--- config.mk ---
export PLATFORM = sky130hd
export DESIGN_NAME = alu8_unit
export DESIGN_NICKNAME = d
export VERILOG_FILES = /design/src/rtl/alu8_pkg.sv /design/src/rtl/alu8_addsub.sv /design/src/rtl/alu8_shift.sv /design/src/rtl/alu8_flagreg.sv /design/src/rtl/alu8_unit.sv
export SDC_FILE = /design/constraint.sdc
export NUM_CORES = 1
export LEC_CHECK = 0
export BUFFER_PORTS_ARGS = -buffer_cell sky130_fd_sc_hd__buf_2
export CAP_MARGIN = 25
export CORE_MARGIN = 3
export CORE_UTILIZATION = 45
export CTS_BUF_LIST = sky130_fd_sc_hd__clkbuf_16
export DETAILED_ROUTE_END_ITERATION = 7
export GPL_TIMING_DRIVEN = 0
export SLEW_MARGIN = 25
export SYNTH_ARGS = -nofsm -noshare
export SYNTH_HDL_FRONTEND = slang
export SYNTH_HIERARCHICAL = 1
export SYNTH_SLANG_ARGS = --single-unit
--- constraint.sdc ---
create_clock -name clk -period 4.4 [get_ports clk]
set_clock_uncertainty 0.1 [all_clocks]
set_input_delay 0.44 -clock clk [delete_from_list [all_inputs] [get_ports clk]]
set_output_delay 0.44 -clock clk [all_outputs]
set_load 0.1 [all_outputs]
--- src/rtl/alu8_pkg.sv ---
`timescale 1ns/1ps
package alu8_pkg;

    localparam int OP_W   = 5;
    localparam int FLAG_W = 6;
    localparam int IDX_W  = 3;

    // flag bit positions
    localparam int F_C = 0;
    localparam int F_Z = 1;
    localparam int F_N = 2;
    localparam int F_V = 3;
    localparam int F_S = 4;
    localparam int F_H = 5;

    // per-class flag write masks
    localparam logic [FLAG_W-1:0] MSK_ARITH = FLAG_W'((1 << F_C) | (1 << F_Z) | (1 << F_N) |
                                                      (1 << F_V) | (1 << F_S) | (1 << F_H));
    localparam logic [FLAG_W-1:0] MSK_LOGIC = FLAG_W'((1 << F_Z) | (1 << F_N) | (1 << F_V) |
                                                      (1 << F_S));
    localparam logic [FLAG_W-1:0] MSK_SHIFT = FLAG_W'((1 << F_C) | (1 << F_Z) | (1 << F_N) |
                                                      (1 << F_V) | (1 << F_S));

    typedef enum logic [OP_W-1:0] {
        ALU_ADD  = 5'd0,
        ALU_ADC  = 5'd1,
        ALU_SUB  = 5'd2,
        ALU_SBC  = 5'd3,
        ALU_CMP  = 5'd4,
        ALU_CPC  = 5'd5,
        ALU_AND  = 5'd6,
        ALU_OR   = 5'd7,
        ALU_XOR  = 5'd8,
        ALU_COM  = 5'd9,
        ALU_NEG  = 5'd10,
        ALU_INC  = 5'd11,
        ALU_DEC  = 5'd12,
        ALU_LSL  = 5'd13,
        ALU_ROL  = 5'd14,
        ALU_LSR  = 5'd15,
        ALU_ROR  = 5'd16,
        ALU_ASR  = 5'd17,
        ALU_SWAP = 5'd18
    } alu_op_e;

endpackage

--- src/rtl/alu8_addsub.sv ---
`timescale 1ns/1ps
module alu8_addsub #(
    parameter int WIDTH = 8
) (
    input  logic [WIDTH-1:0] x_i,
    input  logic [WIDTH-1:0] y_i,
    input  logic             c_i,
    input  logic             sub_i,
    output logic [WIDTH-1:0] r_o,
    output logic             co_o,
    output logic             ho_o,
    output logic             vo_o
);
    localparam int HB = WIDTH / 2;

    logic [WIDTH:0] full;
    logic [HB:0]    half;

    always_comb begin
        if (sub_i) begin
            full = {1'b0, x_i} - {1'b0, y_i} - {{WIDTH{1'b0}}, c_i};
            half = {1'b0, x_i[HB-1:0]} - {1'b0, y_i[HB-1:0]} - {{HB{1'b0}}, c_i};
        end else begin
            full = {1'b0, x_i} + {1'b0, y_i} + {{WIDTH{1'b0}}, c_i};
            half = {1'b0, x_i[HB-1:0]} + {1'b0, y_i[HB-1:0]} + {{HB{1'b0}}, c_i};
        end
    end

    assign r_o  = full[WIDTH-1:0];
    assign co_o = full[WIDTH];
    assign ho_o = half[HB];

    // signed overflow from operand and result sign bits
    always_comb begin
        if (sub_i)
            vo_o = (x_i[WIDTH-1] != y_i[WIDTH-1]) && (r_o[WIDTH-1] != x_i[WIDTH-1]);
        else
            vo_o = (x_i[WIDTH-1] == y_i[WIDTH-1]) && (r_o[WIDTH-1] != x_i[WIDTH-1]);
    end

endmodule

--- src/rtl/alu8_shift.sv ---
`timescale 1ns/1ps
module alu8_shift
    import alu8_pkg::*;
#(
    parameter int WIDTH = 8
) (
    input  alu_op_e          op_i,
    input  logic [WIDTH-1:0] a_i,
    input  logic             c_i,
    output logic [WIDTH-1:0] r_o,
    output logic             c_o
);
    always_comb begin
        r_o = a_i;
        c_o = c_i;
        case (op_i)
            ALU_LSL: begin
                r_o = {a_i[WIDTH-2:0], 1'b0};
                c_o = a_i[WIDTH-1];
            end
            ALU_ROL: begin
                r_o = {a_i[WIDTH-2:0], c_i};
                c_o = a_i[WIDTH-1];
            end
            ALU_LSR: begin
                r_o = {1'b0, a_i[WIDTH-1:1]};
                c_o = a_i[0];
            end
            ALU_ROR: begin
                r_o = {c_i, a_i[WIDTH-1:1]};
                c_o = a_i[0];
            end
            ALU_ASR: begin
                r_o = {a_i[WIDTH-1], a_i[WIDTH-1:1]};
                c_o = a_i[0];
            end
            default: ;
        endcase
    end

endmodule

--- src/rtl/alu8_flagreg.sv ---
`timescale 1ns/1ps
module alu8_flagreg
    import alu8_pkg::*;
(
    input  logic              clk,
    input  logic              rst_n,
    input  logic              upd_en,
    input  logic [FLAG_W-1:0] upd_msk,
    input  logic [FLAG_W-1:0] upd_val,
    input  logic              set_en,
    input  logic              clr_en,
    input  logic [IDX_W-1:0]  idx,
    output logic [FLAG_W-1:0] flags_o
);
    logic port_ok;

    // the direct ports act only in a cycle without an operation
    assign port_ok = !upd_en && (set_en ^ clr_en);

    for (genvar i = 0; i < FLAG_W; i++) begin : g_bit
        logic hit;
        logic bit_q;

        assign hit = port_ok && (idx == IDX_W'(i));

        always_ff @(posedge clk or negedge rst_n) begin
            if (!rst_n)
                bit_q <= 1'b0;
            else if (upd_en && upd_msk[i])
                bit_q <= upd_val[i];
            else if (hit)
                bit_q <= set_en;
        end

        assign flags_o[i] = bit_q;
    end

endmodule

--- src/rtl/alu8_unit.sv ---
`timescale 1ns/1ps
module alu8_unit
    import alu8_pkg::*;
#(
    parameter int WIDTH = 8
) (
    input  logic              clk,
    input  logic              rst_n,
    input  logic              op_valid,
    input  logic [OP_W-1:0]   op_sel,
    input  logic [WIDTH-1:0]  opnd_a,
    input  logic [WIDTH-1:0]  opnd_b,
    input  logic              flag_set_en,
    input  logic              flag_clr_en,
    input  logic [IDX_W-1:0]  flag_idx,
    output logic [WIDTH-1:0]  res_q,
    output logic              res_wr,
    output logic [FLAG_W-1:0] flags_q
);
    localparam int HB = WIDTH / 2;

    alu_op_e op;
    logic    c_cur;
    logic    z_cur;

    assign op    = alu_op_e'(op_sel);
    assign c_cur = flags_q[F_C];
    assign z_cur = flags_q[F_Z];

    // adder/subtractor operand steering
    logic [WIDTH-1:0] as_x, as_y, as_r;
    logic             as_c, as_sub, as_co, as_ho, as_vo;

    always_comb begin
        as_x   = opnd_a;
        as_y   = opnd_b;
        as_c   = 1'b0;
        as_sub = 1'b0;
        case (op)
            ALU_ADC: as_c = c_cur;
            ALU_SUB, ALU_CMP: as_sub = 1'b1;
            ALU_SBC, ALU_CPC: begin
                as_sub = 1'b1;
                as_c   = c_cur;
            end
            ALU_NEG: begin
                as_x   = '0;
                as_y   = opnd_a;
                as_sub = 1'b1;
            end
            ALU_INC: as_y = WIDTH'(1);
            ALU_DEC: begin
                as_y   = WIDTH'(1);
                as_sub = 1'b1;
            end
            default: ;
        endcase
    end

    alu8_addsub #(.WIDTH(WIDTH)) addsub_i (
        .x_i   (as_x),
        .y_i   (as_y),
        .c_i   (as_c),
        .sub_i (as_sub),
        .r_o   (as_r),
        .co_o  (as_co),
        .ho_o  (as_ho),
        .vo_o  (as_vo)
    );

    logic [WIDTH-1:0] sh_r;
    logic             sh_c;

    alu8_shift #(.WIDTH(WIDTH)) shift_i (
        .op_i (op),
        .a_i  (opnd_a),
        .c_i  (c_cur),
        .r_o  (sh_r),
        .c_o  (sh_c)
    );

    // result select and flag generation
    logic [WIDTH-1:0]  nxt_res;
    logic              nxt_we;
    logic [FLAG_W-1:0] fl_val;
    logic [FLAG_W-1:0] fl_msk;

    always_comb begin
        nxt_res = opnd_a;
        nxt_we  = 1'b0;
        fl_val  = '0;
        fl_msk  = '0;
        case (op)
            ALU_ADD, ALU_ADC, ALU_SUB, ALU_SBC, ALU_CMP, ALU_CPC, ALU_NEG: begin
                nxt_res      = as_r;
                nxt_we       = (op != ALU_CMP) && (op != ALU_CPC);
                fl_val[F_C]  = as_co;
                fl_val[F_H]  = as_ho;
                fl_val[F_V]  = as_vo;
                fl_val[F_N]  = as_r[WIDTH-1];
                if (op == ALU_SBC || op == ALU_CPC)
                    fl_val[F_Z] = (as_r == '0) && z_cur;
                else
                    fl_val[F_Z] = (as_r == '0);
                fl_msk       = MSK_ARITH;
            end
            ALU_AND, ALU_OR, ALU_XOR: begin
                if (op == ALU_AND)
                    nxt_res = opnd_a & opnd_b;
                else if (op == ALU_OR)
                    nxt_res = opnd_a | opnd_b;
                else
                    nxt_res = opnd_a ^ opnd_b;
                nxt_we      = 1'b1;
                fl_val[F_N] = nxt_res[WIDTH-1];
                fl_val[F_Z] = (nxt_res == '0);
                fl_msk      = MSK_LOGIC;
            end
            ALU_COM: begin
                nxt_res     = ~opnd_a;
                nxt_we      = 1'b1;
                fl_val[F_C] = 1'b1;
                fl_val[F_N] = nxt_res[WIDTH-1];
                fl_val[F_Z] = (nxt_res == '0);
                fl_msk      = MSK_SHIFT;
            end
            ALU_INC, ALU_DEC: begin
                nxt_res     = as_r;
                nxt_we      = 1'b1;
                fl_val[F_V] = as_vo;
                fl_val[F_N] = as_r[WIDTH-1];
                fl_val[F_Z] = (as_r == '0);
                fl_msk      = MSK_LOGIC;
            end
            ALU_LSL, ALU_ROL, ALU_LSR, ALU_ROR, ALU_ASR: begin
                nxt_res     = sh_r;
                nxt_we      = 1'b1;
                fl_val[F_C] = sh_c;
                fl_val[F_N] = sh_r[WIDTH-1];
                fl_val[F_V] = sh_r[WIDTH-1] ^ sh_c;
                fl_val[F_Z] = (sh_r == '0);
                fl_msk      = MSK_SHIFT;
            end
            ALU_SWAP: begin
                nxt_res = {opnd_a[HB-1:0], opnd_a[WIDTH-1:HB]};
                nxt_we  = 1'b1;
            end
            default: ;
        endcase
        fl_val[F_S] = fl_val[F_N] ^ fl_val[F_V];
    end

    alu8_flagreg flagreg_i (
        .clk     (clk),
        .rst_n   (rst_n),
        .upd_en  (op_valid),
        .upd_msk (fl_msk),
        .upd_val (fl_val),
        .set_en  (flag_set_en),
        .clr_en  (flag_clr_en),
        .idx     (flag_idx),
        .flags_o (flags_q)
    );

    always_ff @(posedge clk or negedge rst_n) begin
        if (!rst_n) begin
            res_q  <= '0;
            res_wr <= 1'b0;
        end else begin
            res_wr <= op_valid && nxt_we;
            if (op_valid && nxt_we)
                res_q <= nxt_res;
        end
    end

endmodule

==> metrics.yaml <==
outcome:
  status: "finished, violations left"
  violations: "negative hold slack"
finish:
  final_cells: 581
  n_antenna_cell: 0
  area_growth_pct: 18.3
  fin_util_pct: 56.2
  n_fill_cell: 697
  layout.nets: 556
  stdcell_area_mm2: 0.00390
  drive_above_1_share_pct: 23.7
timing:
  hold_slack_ns: -0.0126
  setup_viol: 0
  finalCriticalPeriod_ns: 4.11
  fin_crit_sh_pct: 93.4
  tightest_slew_ns: 0.708
  hold_viol_final: 15
  clock.fmax_ghz: 0.243
  drv_slew: 0
  worst_slack_ns: 0.292
  relSlewSlack_pct: 52.1
  fin_tns_setup_ns: 0
synthesis:
  netlist_area_mm2: 0.00330
  ys.flop_type: "dfrtp_1"
  seq_area_frac_synth_pct: 11.4
  async_flop_share_pct: 100
  yosysWarnings: 6
  synthDistinctLibCells: 73
  synth.avg_cell_area_um2: 7.56
  synthTopCellsByArea: "ha_1 14%, dfrtp_1 11%, inv_1 7.2%, nand2_1 4.2%, o21ai_0 3.6%"
  synthDominantCellAreaShare_pct: 14.0
  synth_edf_count: 0
  synth_top_area_cell: "ha_1"
  syn_inst: 436
  synth_fp_nets: 506
  ys_ff_latch: 15
setup_path:
  cp_cell_sequence: "clkbuf_4, buf_6, clkbuf_4, o21ai_2, nand2_2, buf_4, a22oi_2, buf_4, fa_1, inv_1, ha_1, nand2_4, a211oi_2, or4_4, nand3_1, o21ai_2, nor4_2, nand2_1, a31oi_1, a211oi_1, o31ai_1, nor2_1, a211oi_2"
  path_max_fanout: 10
  critical_path_class: "in -> reg"
  r2r_start: "flagreg_i/g_bit[0].bit_q"
  worst_ep_required_time_ns: 4.47
  critical_path.startpoint_type: "input pin"
  worstPathArrival_ns: 4.17
  slowest_delay_ns: 0.50
  rrSetupSlack_ns: 0.86
  end_kind: "register"
  ff2ff_path_depth: 17
  cp_slowest_cell: "or4_4"
  reg2reg_to: "flagreg_i/g_bit[1].bit_q"
placed_design:
  preCtsSetupSlack_ns: -1.20
  hpwlAfterDp_mm: 7.64
  dpl_cell_area_mm2: 0.00363
  gp_congestion: 0.922
  port_buffers: 42
  dp.cells: 574
routing:
  wire_per_inst_um: 16.4
  via_per_inst: 5.78
  drt_iter0_markers: 236
  vias: 3357
  ant_nets: 0
  wirelength_mm: 9.52
  drc: 0
  first_pass_iters: 5
job:
  cap_violations: 0
pwr:
  total_power_mw: 1.08
  ir_drop_mv: 0.150
  powerDensity_mw_per_mm2: 277
  p_leak_nw: 1.74
cts:
  clkSinkCount: 15
  root_buffer: "clkbuf_16"
  clk_path_buf_depth: 2
  cts_tree: "yes"
  clk_pin_slew_worst_paths_ns: 0.05
  ctsHtreeMaxLevel: 1
  insertion_delay_ns: 0.25
  numCtsBuffers: 3
global_routing:
  grt_pass1_wl_mm: 15.3
  first_global_vias: 3016
  grt_start_max_net_pins: 19
  track_usage_pct: 22.2
  antenna_found_initial: 0
  grt_overflow_total: 0
floorplan:
  die_area_mm2: 0.00839
  die_w_um: 91.6
  rows: 30
  core_mm2: 0.00694
  io_pins: 44
  die_height_um: 91.6
  start_util_pct: 47.5
hold_path:
  hold_class: "in -> async"
[final cells by class]
| cell class | count | area [um^2] | share of cell area (%) |
|---|---|---|---|
| buffer | 23 | 139 | 3.56 |
| clock buffer | 3 | 75.1 | 1.92 |
| clock inverter | 1 | 7.51 | 0.192 |
| inverter | 64 | 244 | 6.25 |
| multi-input combinational | 333 | 2700 | 69.1 |
| sequential | 15 | 375 | 9.62 |
| tap | 96 | 120 | 3.08 |
| timing repair buffer | 46 | 245 | 6.29 |
[cells by family after synthesis]
kind of cell	share of synthesized area [%]
flip-flops	11.4
multiplexers	0.607
AO/OA/AOI/OAI	30.2
adder cells (fa/ha/maj)	16.5
XOR/XNOR	4.51
AND/OR/NAND/NOR	25.6
buffers and inverters	11.3
[flip-flops by register name, indices dropped and copies added (netlist names)]
register               flops
res_q                      8
res_wr                     1
flagreg_i/g_bit.bit_q      6
[layer usage]
metal  wire length, um  GRT usage (%)  up-vias
met4                64           3.27        0
met3               508           1.48        8
li1                  -              -     1671
met1              4760           34.5     1566
met5                 0              0        -
met2              4190           34.0      112
[cells in the final DEF, fill, tap and decap left out, drive strengths merged, types with 5 or more instances in the layout]
cell / instances
o221ai: 16
a31oi: 9
nand2: 38
xnor2: 13
nor2: 28
nand3: 18
nor2b: 11
dfrtp: 15
nor4: 5
a211oi: 9
a21oi: 15
o21ai: 32
clkbuf: 14
buf: 58
a22o: 8
ha: 37
inv: 62
a221oi: 9
nand2b: 6
[how the worst max path moves through the flow]
| stage | slack [ns] | endpoint | depth (start not counted) | from |
|---|---|---|---|---|
| after floorplan | 0.12 | flagreg_i/g_bit[1].bit_q | 19 | op_sel[0] |
| after CTS | 0.02 | flagreg_i/g_bit[1].bit_q | 19 | op_sel[0] |
| after global placement | -1.17 | flagreg_i/g_bit[1].bit_q | 20 | op_sel[0] |
| after detailed placement | -1.20 | flagreg_i/g_bit[1].bit_q | 20 | op_sel[0] |
| after global routing | -0.004 | flagreg_i/g_bit[1].bit_q | 23 | op_sel[1] |
| final | 0.29 | flagreg_i/g_bit[1].bit_q | 23 | op_sel[1] |
[repair_timing]
action | CTS | global route
endpoints found under the hold margin | 0 | 0
gates resized for setup | 7 | 26
setup buffers | 3 | 1
pin swaps | 3 | 6
hold buffers | 0 | 0
cloned | 0 | 0
endpoints found under the setup margin | 7 | 3
[where the power goes]
group | total, mW | switching [mW] | leakage [nW] | internal (mW)
combinational | 0.719 | 0.493 | 1.51 | 0.226
sequential | 0.179 | 0.0143 | 0.188 | 0.165
clock | 0.183 | 0.0609 | 0.0371 | 0.123
total | 1.08 | 0.568 | 1.74 | 0.513
[worst max-delay path, delay by kind of cell]
kind	cells	cell delay (ns)
compound gates	8	0.88
fa+ha+maj	2	0.69
buf+inv	6	0.90
simple gates	7	1.26
[cells in the mapped netlist (all sizes together) (3+ instances only)]
cell,instances
inv,63
nand2,38
ha,37
o21ai,32
nor2,28
nand3,18
buf,16
o221ai,16
a21oi,15
dfrtp,15
xnor2,13
nor2b,11
a211oi,9
a221oi,9
a31oi,9
a22o,8
clkbuf,8
nand2b,6
nor4,5
fa,4
nand3b,4
nand4,4
nor3,4
nor3b,4
o21a,4
o31ai,4
o41ai,4
or4,4
xor2,4
nand4b,3
Note: power is estimated with default switching activity, not from simulation.
